<file path="config.mk">
export PLATFORM = sky130hd
export DESIGN_NAME = sgpio_chain_ctrl
export DESIGN_NICKNAME = d
export VERILOG_FILES = /design/src/rtl/sgc_pkg.sv /design/src/rtl/sgc_sclk_gen.sv /design/src/rtl/sgc_regfile.sv /design/src/rtl/sgc_frame_seq.sv /design/src/rtl/sgpio_chain_ctrl.sv
export SDC_FILE = /design/constraint.sdc
export NUM_CORES = 2
export LEC_CHECK = 0
export BUFFER_PORTS_ARGS = -buffer_cell sky130_fd_sc_hd__buf_2
export CAP_MARGIN = 20
export CORE_ASPECT_RATIO = 1.25
export CORE_MARGIN = 4
export CORE_UTILIZATION = 46
export CTS_BUF_LIST = sky130_fd_sc_hd__clkbuf_16
export DETAILED_ROUTE_END_ITERATION = 10
export GPL_ROUTABILITY_DRIVEN = 1
export PLACE_DENSITY = 0.71
export SYNTH_ARGS = -nofsm -noshare
export SYNTH_HDL_FRONTEND = slang
export SYNTH_SLANG_ARGS = --single-unit
export TNS_END_PERCENT = 50
</file>
<file path="constraint.sdc">
create_clock -name clk -period 5.6 [get_ports clk]
set_input_delay 1.4 -clock clk [delete_from_list [all_inputs] [get_ports clk]]
set_output_delay 1.4 -clock clk [all_outputs]
set_load 0.01 [all_outputs]
</file>
<file path="src/rtl/sgc_pkg.sv">
package sgc_pkg;

   typedef enum logic [1:0] {
      SEQ_IDLE  = 2'd0,
      SEQ_SHIFT = 2'd1,
      SEQ_LOAD  = 2'd2
   } seq_state_e;

   // register map
   localparam int ADDR_IN_BASE   = 0;
   localparam int ADDR_ENABLE    = 4;
   localparam int ADDR_CTRL      = 5;
   localparam int ADDR_DIV       = 6;
   localparam int ADDR_PORT_BASE = 32;

   // control word bit positions (width field sits at the bottom)
   localparam int CTRL_AUTO_POS  = 2;
   localparam int CTRL_GO_POS    = 3;

   function automatic int clog2_min1(input int v);
      return (v > 1) ? $clog2(v) : 1;
   endfunction

endpackage

</file>
<file path="src/rtl/sgc_sclk_gen.sv">
module sgc_sclk_gen #(
   parameter int DIVW = 12
) (
   input  logic            clk,
   input  logic            rst_n,
   input  logic            run,
   input  logic [DIVW-1:0] div,
   output logic            sclk,
   output logic            sample_pt,
   output logic            bit_end
);

   logic [DIVW-1:0] cnt_q;
   logic [DIVW-1:0] half;
   logic [DIVW-1:0] last;

   assign half = div >> 1;
   assign last = div - DIVW'(1);

   always_ff @(posedge clk or negedge rst_n) begin
      if (!rst_n) begin
         cnt_q <= '0;
      end else if (!run) begin
         cnt_q <= '0;
      end else if (cnt_q == last) begin
         cnt_q <= '0;
      end else begin
         cnt_q <= cnt_q + DIVW'(1);
      end
   end

   assign sclk      = run && (cnt_q >= half);
   assign sample_pt = run && (cnt_q == half - DIVW'(1));
   assign bit_end   = run && (cnt_q == last);

   // the sequencer must hand over a clamped divider
   assert_div_floor_R5: assert property (@(posedge clk) disable iff (!rst_n)
      run |-> (div >= DIVW'(2)));

endmodule

</file>
<file path="src/rtl/sgc_regfile.sv">
module sgc_regfile
   import sgc_pkg::*;
#(
   parameter int NPORTS = 32,
   parameter int MAXB   = 4,
   parameter int FIELDW = 3,
   parameter int DIVW   = 12,
   parameter int AW     = 8,
   parameter int PW     = clog2_min1(NPORTS),
   parameter int BW     = clog2_min1(MAXB)
) (
   input  logic                   clk,
   input  logic                   rst_n,
   input  logic                   we,
   input  logic [AW-1:0]          addr,
   input  logic [31:0]            wdata,
   output logic [31:0]            rdata,
   output logic [NPORTS-1:0]      en_mask,
   output logic [BW-1:0]          width_f,
   output logic                   auto_rep,
   output logic                   go,
   output logic [DIVW-1:0]        div_raw,
   output logic [NPORTS*MAXB-1:0] out_bits,
   input  logic                   cap_clr,
   input  logic                   cap_en,
   input  logic [PW-1:0]          cap_port,
   input  logic [BW-1:0]          cap_bit,
   input  logic                   cap_val,
   input  logic                   load
);

   localparam int FW = FIELDW * MAXB;

   logic [NPORTS-1:0][FW-1:0]     port_q;
   logic [MAXB-1:0][NPORTS-1:0]   cap_q;
   logic [MAXB-1:0][NPORTS-1:0]   in_q;
   logic [BW-1:0]                 wf_in;

   assign go    = we && (addr == AW'(ADDR_CTRL)) && wdata[CTRL_GO_POS];
   assign wf_in = (int'(wdata[BW-1:0]) > MAXB - 1) ? BW'(MAXB - 1) : wdata[BW-1:0];

   always_ff @(posedge clk or negedge rst_n) begin
      if (!rst_n) begin
         en_mask  <= '0;
         width_f  <= '0;
         auto_rep <= 1'b0;
         div_raw  <= '0;
      end else if (we) begin
         if (addr == AW'(ADDR_ENABLE)) en_mask <= wdata[NPORTS-1:0];
         if (addr == AW'(ADDR_CTRL)) begin
            width_f  <= wf_in;
            auto_rep <= wdata[CTRL_AUTO_POS];
         end
         if (addr == AW'(ADDR_DIV)) div_raw <= wdata[DIVW-1:0];
      end
   end

   always_ff @(posedge clk or negedge rst_n) begin
      if (!rst_n) begin
         port_q <= '0;
      end else if (we) begin
         for (int p = 0; p < NPORTS; p++) begin
            if (addr == AW'(ADDR_PORT_BASE + p)) port_q[p] <= wdata[FW-1:0];
         end
      end
   end

   for (genvar p = 0; p < NPORTS; p++) begin : g_port
      for (genvar b = 0; b < MAXB; b++) begin : g_pin
         assign out_bits[p*MAXB + b] = port_q[p][FIELDW*b];
      end
   end

   always_ff @(posedge clk or negedge rst_n) begin
      if (!rst_n) begin
         cap_q <= '0;
      end else if (cap_clr) begin
         cap_q <= '0;
      end else if (cap_en) begin
         cap_q[cap_bit][cap_port] <= cap_val;
      end
   end

   always_ff @(posedge clk or negedge rst_n) begin
      if (!rst_n) begin
         in_q <= '0;
      end else if (load) begin
         in_q <= cap_q;
      end
   end

   always_comb begin
      rdata = '0;
      for (int b = 0; b < MAXB; b++) begin
         if (addr == AW'(ADDR_IN_BASE + b)) rdata = 32'(in_q[b]);
      end
      if (addr == AW'(ADDR_ENABLE)) rdata = 32'(en_mask);
      if (addr == AW'(ADDR_CTRL)) begin
         rdata[BW-1:0]         = width_f;
         rdata[CTRL_AUTO_POS]  = auto_rep;
      end
      if (addr == AW'(ADDR_DIV)) rdata = 32'(div_raw);
      for (int p = 0; p < NPORTS; p++) begin
         if (addr == AW'(ADDR_PORT_BASE + p)) rdata = 32'(port_q[p]);
      end
   end

   // input words move only with the load strobe
   assert_in_hold_R7: assert property (@(posedge clk) disable iff (!rst_n)
      !load |=> $stable(in_q));

endmodule

</file>
<file path="src/rtl/sgc_frame_seq.sv">
module sgc_frame_seq
   import sgc_pkg::*;
#(
   parameter int NPORTS = 32,
   parameter int MAXB   = 4,
   parameter int DIVW   = 12,
   parameter int PW     = clog2_min1(NPORTS),
   parameter int BW     = clog2_min1(MAXB)
) (
   input  logic                   clk,
   input  logic                   rst_n,
   input  logic                   go,
   input  logic                   auto_rep,
   input  logic [NPORTS-1:0]      en_mask,
   input  logic [BW-1:0]          width_f,
   input  logic [DIVW-1:0]        div_raw,
   input  logic [NPORTS*MAXB-1:0] out_bits,
   input  logic                   bit_end,
   input  logic                   sample_pt,
   input  logic                   sdi,
   output logic                   run,
   output logic                   sdo,
   output logic                   load,
   output logic [DIVW-1:0]        div_q,
   output logic                   cap_clr,
   output logic                   cap_en,
   output logic [PW-1:0]          cap_port,
   output logic [BW-1:0]          cap_bit,
   output logic                   cap_val
);

   seq_state_e          st_q;
   logic [PW-1:0]       cur_p;
   logic [BW-1:0]       cur_b;
   logic [NPORTS-1:0]   mask_q;
   logic [BW-1:0]       wid_q;
   logic                sdo_q;
   logic [PW:0]         first_r;
   logic [PW:0]         next_r;
   logic                start;
   logic [DIVW-1:0]     div_eff;

   // lowest enabled port at or above base: {found, index}
   function automatic logic [PW:0] find_from(input logic [NPORTS-1:0] m, input int base);
      logic [PW:0] r;
      r = '0;
      for (int i = NPORTS - 1; i >= 0; i--) begin
         if (i >= base && m[i]) r = {1'b1, PW'(i)};
      end
      return r;
   endfunction

   function automatic int pin_idx(input logic [PW-1:0] p, input int b);
      return int'(p) * MAXB + b;
   endfunction

   assign first_r = find_from(en_mask, 0);
   assign next_r  = find_from(mask_q, int'(cur_p) + 1);
   assign start   = (st_q == SEQ_IDLE) && (go || auto_rep);
   assign div_eff = (div_raw < DIVW'(2)) ? DIVW'(2) : div_raw;

   always_ff @(posedge clk or negedge rst_n) begin
      if (!rst_n) begin
         st_q   <= SEQ_IDLE;
         cur_p  <= '0;
         cur_b  <= '0;
         mask_q <= '0;
         wid_q  <= '0;
         div_q  <= DIVW'(2);
         sdo_q  <= 1'b0;
      end else begin
         case (st_q)
            SEQ_IDLE: begin
               if (start) begin
                  mask_q <= en_mask;
                  wid_q  <= width_f;
                  div_q  <= div_eff;
                  cur_b  <= '0;
                  if (first_r[PW]) begin
                     st_q  <= SEQ_SHIFT;
                     cur_p <= first_r[PW-1:0];
                     sdo_q <= out_bits[pin_idx(first_r[PW-1:0], 0)];
                  end else begin
                     st_q  <= SEQ_LOAD;
                  end
               end
            end
            SEQ_SHIFT: begin
               if (bit_end) begin
                  if (cur_b < wid_q) begin
                     cur_b <= cur_b + 1'b1;
                     sdo_q <= out_bits[pin_idx(cur_p, int'(cur_b) + 1)];
                  end else if (next_r[PW]) begin
                     cur_p <= next_r[PW-1:0];
                     cur_b <= '0;
                     sdo_q <= out_bits[pin_idx(next_r[PW-1:0], 0)];
                  end else begin
                     st_q  <= SEQ_LOAD;
                     sdo_q <= 1'b0;
                  end
               end
            end
            SEQ_LOAD: begin
               st_q <= SEQ_IDLE;
            end
            default: st_q <= SEQ_IDLE;
         endcase
      end
   end

   assign run      = (st_q == SEQ_SHIFT);
   assign load     = (st_q == SEQ_LOAD);
   assign sdo      = sdo_q;
   assign cap_clr  = start;
   assign cap_en   = run && sample_pt;
   assign cap_port = cur_p;
   assign cap_bit  = cur_b;
   assign cap_val  = sdi;

   // the port being shifted was enabled when the frame began
   assert_port_enabled_R3: assert property (@(posedge clk) disable iff (!rst_n)
      run |-> mask_q[cur_p]);

   // a load is always followed by an idle cycle
   assert_load_then_idle_R9: assert property (@(posedge clk) disable iff (!rst_n)
      load |=> (st_q == SEQ_IDLE));

endmodule

</file>
<file path="src/rtl/sgpio_chain_ctrl.sv">
module sgpio_chain_ctrl
   import sgc_pkg::*;
#(
   parameter int NPORTS = 32,
   parameter int MAXB   = 4,
   parameter int FIELDW = 3,
   parameter int DIVW   = 12,
   parameter int AW     = 8
) (
   input  logic          clk,
   input  logic          rst_n,
   input  logic          reg_we,
   input  logic [AW-1:0] reg_addr,
   input  logic [31:0]   reg_wdata,
   output logic [31:0]   reg_rdata,
   output logic          sio_clk,
   output logic          sio_dout,
   output logic          sio_load,
   input  logic          sio_din
);

   localparam int PW = clog2_min1(NPORTS);
   localparam int BW = clog2_min1(MAXB);

   if (NPORTS < 1 || NPORTS > 32) begin : g_bad_ports
      $error("NPORTS must be 1..32");
   end
   if (MAXB < 1 || MAXB > 4) begin : g_bad_bits
      $error("MAXB must be 1..4");
   end
   if (FIELDW < 1 || FIELDW * MAXB > 32) begin : g_bad_field
      $error("port word must fit 32 bits");
   end
   if (DIVW < 2 || DIVW > 32) begin : g_bad_div
      $error("DIVW must be 2..32");
   end
   if (AW < 6) begin : g_bad_addr
      $error("AW too small for port words");
   end

   logic [NPORTS-1:0]      en_mask;
   logic [BW-1:0]          width_f;
   logic                   auto_rep;
   logic                   go;
   logic [DIVW-1:0]        div_raw;
   logic [DIVW-1:0]        div_q;
   logic [NPORTS*MAXB-1:0] out_bits;
   logic                   run;
   logic                   bit_end;
   logic                   sample_pt;
   logic                   cap_clr;
   logic                   cap_en;
   logic [PW-1:0]          cap_port;
   logic [BW-1:0]          cap_bit;
   logic                   cap_val;

   sgc_regfile #(
      .NPORTS(NPORTS), .MAXB(MAXB), .FIELDW(FIELDW), .DIVW(DIVW),
      .AW(AW), .PW(PW), .BW(BW)
   ) u_regs (
      .clk(clk), .rst_n(rst_n), .we(reg_we), .addr(reg_addr), .wdata(reg_wdata),
      .rdata(reg_rdata), .en_mask(en_mask), .width_f(width_f), .auto_rep(auto_rep),
      .go(go), .div_raw(div_raw), .out_bits(out_bits), .cap_clr(cap_clr),
      .cap_en(cap_en), .cap_port(cap_port), .cap_bit(cap_bit), .cap_val(cap_val),
      .load(sio_load)
   );

   sgc_frame_seq #(
      .NPORTS(NPORTS), .MAXB(MAXB), .DIVW(DIVW), .PW(PW), .BW(BW)
   ) u_seq (
      .clk(clk), .rst_n(rst_n), .go(go), .auto_rep(auto_rep), .en_mask(en_mask),
      .width_f(width_f), .div_raw(div_raw), .out_bits(out_bits), .bit_end(bit_end),
      .sample_pt(sample_pt), .sdi(sio_din), .run(run), .sdo(sio_dout),
      .load(sio_load), .div_q(div_q), .cap_clr(cap_clr), .cap_en(cap_en),
      .cap_port(cap_port), .cap_bit(cap_bit), .cap_val(cap_val)
   );

   sgc_sclk_gen #(
      .DIVW(DIVW)
   ) u_sclk (
      .clk(clk), .rst_n(rst_n), .run(run), .div(div_q), .sclk(sio_clk),
      .sample_pt(sample_pt), .bit_end(bit_end)
   );

   assert_dout_low_clk_R6: assert property (@(posedge clk) disable iff (!rst_n)
      !$stable(sio_dout) |-> !sio_clk);

   assert_load_single_R7: assert property (@(posedge clk) disable iff (!rst_n)
      sio_load |=> !sio_load);

   assert_load_clk_low_R7: assert property (@(posedge clk) disable iff (!rst_n)
      sio_load |-> !sio_clk);

endmodule

</file>
# After elaboration in Yosys (flattened, before gate mapping)

Index checks and enable logic that the tools add are counted.
Widths: inputs -> output; s select.

Register bits: 755
Input bits: 44
Output and inout bits: 35

$add $sub $neg: 7
$lt $le $gt $ge: 42
Equal/unequal tests: 49
Multiplexer cells: 143
Reductions and logical operators: 86

Operators by type and width:

| operator              | count |
|---|---|
| $mux 32               | 39 |
| $ge 6x32->1 const A   | 16 |
| $mux 6                | 64 |
| $eq 8x6->1 const B    | 32 |
| $ge 5x32->1 const A   | 8 |
| $mux 128              | 2 |
| $bwmux 128            | 1 |
| $ge 4x32->1 const A   | 4 |
| $reduce_and 2->1      | 36 |
| $demux 32 s2          | 1 |
| $ge 3x32->1 const A   | 2 |
| $logic_and 1x1->1     | 41 |
| $mux 12               | 3 |
| $add 8x32->32         | 1 |
| $ge 1x32->1 const A   | 1 |
| $ge 2x32->1 const A   | 1 |
| $lt 32x9->1 const B   | 1 |
| $mux 5                | 5 |
| $eq 12x12->1          | 2 |
| $eq 8x3->1 const B    | 3 |
| $mux 2                | 9 |
| $eq 8x2->1 const B    | 2 |
| $lt 7x8->1 const B    | 2 |
| $add 12x1->12 const B | 1 |
| other kinds (32)      | 50 |

# Logic depth before layout (Yosys ltp)

Word-level depth: 41
Mapped depth: 18
Gate-level depth less buffers: 15

# Hierarchy

From an unflattened synthesis, not the netlist that was laid out.

Cells, all modules: 3786
Area, all modules: 40760.3 um^2

Modules (own cells, without submodules):

| module        | instances | cells each | area each (um^2) | sequential area each (um^2) |
|---|---|---|---|---|
| sgc_regfile   | 1         | 2986       | 33333.2          | 17191.5 |
| sgc_frame_seq | 1         | 605        | 5848.1           | 1402.6 |
| sgc_sclk_gen  | 1         | 195        | 1579.0           | 300.3 |

# Worst setup path before layout

OpenSTA, ideal clock, no wires.

Kind: input to output
From: input reg_addr[0]
To: output reg_rdata[1]
Arrival: 4.120 ns
Required time: 4.200 ns
Path slack: 0.080 ns
Stages on the path: 12
Buffers on the path: 8
Cells stage by stage: buf_2 > buf_2 > buf_2 > buf_2 > buf_2 > buf_2 > buf_1 > clkbuf_1 > o21ai_0 > a21oi_1 > o22ai_1 > o21ai_0

Longest elaborated chain between the ends: 40
Elaborated cells on any way between the ends: 78
Those cells by class: eq/ne (38); mux (39); reduce/logical (1)

Ends and longest elaborated chain:

| what                  | line                   | source |
|---|---|---|
| from (decl)           | sgpio_chain_ctrl.sv:13 | `input logic [AW-1:0] reg_addr,` |
| $logic_not 8->1       | sgc_regfile.sv:95      | `if (addr == AW'(ADDR_IN_BASE + b)) rdata = 32'(in_q[b]);` |
| $mux 32 (4 in a row)  | sgc_regfile.sv:95      |  |
| $mux 32               | sgc_regfile.sv:97      | `if (addr == AW'(ADDR_ENABLE)) rdata = 32'(en_mask);` |
| $mux 3                | sgc_regfile.sv:98      | `if (addr == AW'(ADDR_CTRL)) begin` |
| $mux 32               | sgc_regfile.sv:102     | `if (addr == AW'(ADDR_DIV)) rdata = 32'(div_raw);` |
| $mux 32 (31 in a row) | sgc_regfile.sv:104     | `if (addr == AW'(ADDR_PORT_BASE + p)) rdata = 32'(port_q[p]);` |
| $mux 32 (*)           | sgc_regfile.sv:104     |  |
| to (decl)             | sgpio_chain_ctrl.sv:15 | `output logic [31:0] reg_rdata,` |

Every way passes the cells marked *; elsewhere a longest branch is shown, timed or not.

# Worst setup path in the final report

From: input reg_addr[1]
To: output reg_rdata[8]

Longest elaborated chain between the ends: 39
Elaborated cells on any way between the ends: 76
Those cells by class: eq/ne (37); mux (38); reduce/logical (1)

Ends and longest elaborated chain:

| what                  | line |
|---|---|
| $logic_not 8->1       | sgc_regfile.sv:95 |
| $mux 32 (4 in a row)  | sgc_regfile.sv:95 |
| $mux 32               | sgc_regfile.sv:97 |
| $mux 32               | sgc_regfile.sv:102 |
| $mux 32 (31 in a row) | sgc_regfile.sv:104 |
| $mux 32 (*)           | sgc_regfile.sv:104 |

Marks and branches as above.

==> flow_metrics.tcl <==
set metrics [dict create \
    crit_path_end_kind "output pin" \
    drc 0 \
    rsz0062_at_grt "yes" \
    hold_slack_ns 0.4846 \
    grt_pass1_vias 30352 \
    failed_checks "negative setup slack" \
    pwr-share-seq 0.432 \
    arrival_ns 4.22 \
    die_h_um 332.7 \
    run_status "finished with violations" \
    synth_top_area_share 0.4862 \
    cp_slowest_stage_delay_ns 0.32 \
    synth-edff-count 0 \
    cts_hold_buf 0 \
    ys_seq_area_frac 0.4869 \
    finalPower_mw 15.14 \
    max_cap_violations 0 \
    drtAntennaViolNets 0 \
    row_count 118 \
    num_vias 30255 \
    track_usage 0.2809 \
    synth_area_leaders "dfrtp_1 (49%), mux2_2 (17%), mux2i_1 (4.1%), nor2_1 (3.7%), mux4_2 (3.7%)" \
    crit_fanout 15 \
    cp_cell_sequence "buf_6 -> buf_4 -> nand2b_1 -> buf_4 -> buf_4 -> nor2_1 -> buf_4 -> a221oi_1 -> o211ai_1 -> o21ai_0 -> o211ai_1 -> nand2_1 -> a211o_1 -> a32o_1 -> a21oi_1 -> buf_2" \
    overflow 0 \
    initial_core_util 0.4660 \
    synth_top_cell_by_area "dfrtp_1" \
    hold_viol_final 0 \
    wl_per_cell_um 26.84 \
    slowest_stage "buf_4" \
    worst_pin_slew_ns 1.096 \
    vdd_ir_drop_max_mv 0.2627 \
    syn-num-nets 3559 \
    area_growth_pct 14.62 \
    switching_power_mw 4.942 \
    combPwrFrac 0.236 \
    cpLargestDelayFamily "compound AO/OA/AOI/OAI gates" \
    layout-drive-gt1-share 0.3254 \
    die_w_um 267.8 \
    final_area_mm2 0.04448 \
    crit_required_ns 4.20 \
    hp-class "reg -> reg" \
    max_slew_margin 0.2673 \
    pwr-share-clk 0.331 \
    fin_crit_sh 1.003 \
    synth_area_per_cell_um2 11.12 \
    leakagePower_nw 20.71 \
    pin_count 79 \
    place_hpwl_um 86660 \
    nFillCells 7249 \
    grt_pass1_wl_um 191900 \
    first_pass_iters 8 \
    portBuffers 78 \
    crit_path_frequent_cell "buf_4" \
    gr-usage-met1 0.3567 \
    multi_input_area_mm2 0.01909 \
    synth_seq_cells 755 \
    finalMaxSlewViolations 0 \
    powerDensity_mw_per_mm2 340.3 \
    final_cell_mix "dfrtp_1 (753), mux2_2 (602), nor2_1 (365)" \
    tritoncts "yes" \
    use_met3 0.04052 \
    numCtsBuffers 80 \
    dieArea_mm2 0.08910 \
    htreeDepth 3 \
    core_mm2 0.08327 \
    cts_root_buf "clkbuf_16" \
    switching_share 0.3264 \
    n_antenna_cell 0 \
    fmax_mhz 178.1 \
    synth_flop_cell "dfrtp_1" \
    layout_setup_ws_ns -0.01630 \
    cts.path.max_buffers 3 \
    worst-setup-path-type "in -> out" \
    fin_setup_tns_ns -0.02056 \
    placed_area_mm2 0.04144 \
    drt_iter0_drc 3381 \
    worst_setup_path_start_kind "input port" \
    synthDistinctLibCells 86 \
    clock_latency_ns 0.65 \
    yosysWarnings 0 \
    fin_crit_ns 5.616 \
    use_met2 0.4613 \
    final_common_cell "dfrtp_1" \
    antenna_found_initial 1 \
    top_usage_layer "met2" \
    synthCells 3489 \
    worst_clock_skew_ns 0.03126 \
    cts_sinks 755 \
    wirelength_um 128100 \
    setup_viol 2 \
    seq_area_mm2 0.01890 \
    async_reset_ff_frac 1.000 \
    grt_max_degree 139 \
    synth_area_mm2 0.03880 \
    nNetsFinal 3700 \
    clk_pin_slew_ns 0.06 \
    power.internal_mw 10.20 \
    place.gp.congestion 0.9633 \
    critPathBufInv 6 \
    vias_per_cell 6.341 \
]
what timing repair did:
action / CTS / global route
resized for setup: 65 / 58
endpoints found under the setup margin: 11 / 12
pin swaps: 18 / 33
gates cloned: 0 / 1
setup buffers: 3 / 9
endpoints found under the hold margin: 0 / 0
layer usage:
layer  up-vias  share of wire
li1      12973              -
met5         -              0
met2      1439           0.48
met3       403          0.067
met1     15440           0.39
met4         0          0.066
state kept, by name, summed over array words and instances, names as in the netlist, 5 cells and up:
| name | cells |
|---|---|
| u_regs.port_q | 256 |
| u_regs.cap_q | 128 |
| u_regs.in_q | 128 |
| u_regs.out_bits | 128 |
| u_regs.en_mask | 32 |
| u_seq.mask_q | 32 |
| u_regs.div_raw | 12 |
| u_sclk.cnt_q | 12 |
| u_seq.div_q | 12 |
| u_seq.cap_port | 5 |
path summary, 6_finish.rpt:
path	depth (start not counted)	slack, ns	start	to
max in group asynchronous	2	3.50	rst_n	u_regs.port_q[250]
hold / removal	1	0.48	u_regs.cap_q[81]	u_regs.in_q[81]
setup reg to reg	14	0.80	u_seq.cap_port[0]	u_seq.sdo
hold reg to reg	1	0.48	u_regs.cap_q[81]	u_regs.in_q[81]
min in group asynchronous	1	0.86	rst_n	u_regs.in_q[53]
setup / recovery	16	-0.02	reg_addr[1]	reg_rdata[8]
stage by stage:
stage               utilization  cells  setup slack (ns)
detailed placement       0.4977   4614           -0.4178
floorplan                     -   3489           0.08045
finish                   0.5342   4771          -0.01630
global route             0.5342   4771           -0.1354
CTS                      0.5298   4760          -0.04536
global placement         0.4977   4614           -0.4144
power by group through the flow:
stage | combinational (mW) | sequential, mW | clock (mW)
floorplan | 2.58 | 6.35 | 0
finish | 3.57 | 6.55 | 5.02
detailed placement | 3.48 | 6.62 | 0
global route | 3.88 | 6.60 | 5.31
CTS | 3.52 | 6.53 | 5.08
global placement | 3.43 | 6.60 | 0
cell families (layout without fill, tap and decap cells):
group	after synthesis	in the layout	synth area share
multiplexers	823	823	0.2520
buffers and inverters	304	506	0.03144
flip-flops	755	755	0.4869
AO/OA/AOI/OAI	635	635	0.1087
adder cells (fa/ha/maj)	26	26	0.008383
XOR/XNOR	48	48	0.01122
AND/OR/NAND/NOR	898	898	0.1013
cell usage after synthesis, types with 14 or more instances:
library cell / number
a211oi_1: 18
a21oi_1: 135
a221oi_1: 16
a222oi_1: 14
a22oi_1: 72
a31oi_1: 18
and2_1: 16
and3_1: 15
buf_1: 44
buf_2: 15
clkbuf_1: 187
dfrtp_1: 754
ha_1: 26
inv_1: 48
mux2_2: 602
mux2i_1: 158
mux4_2: 63
nand2_1: 252
nand2b_1: 18
nand3_1: 84
nand4_1: 15
nor2_1: 383
nor2b_1: 21
nor3_1: 35
nor4_1: 20
o211ai_1: 17
o21ai_0: 137
o22ai_1: 61
xnor2_1: 30
xor2_1: 16
area by class of cell:
cell class                      count  area share
Multi-Input combinational cell   2430      0.4293
Sequential cell                   755      0.4248
Timing Repair Buffer              315     0.05705
Clock buffer                       80     0.04501
Tap cell                         1080     0.03038
Clock inverter                     63    0.009339
Inverter                           48    0.004135
Power figures use the tool's default switching activity.
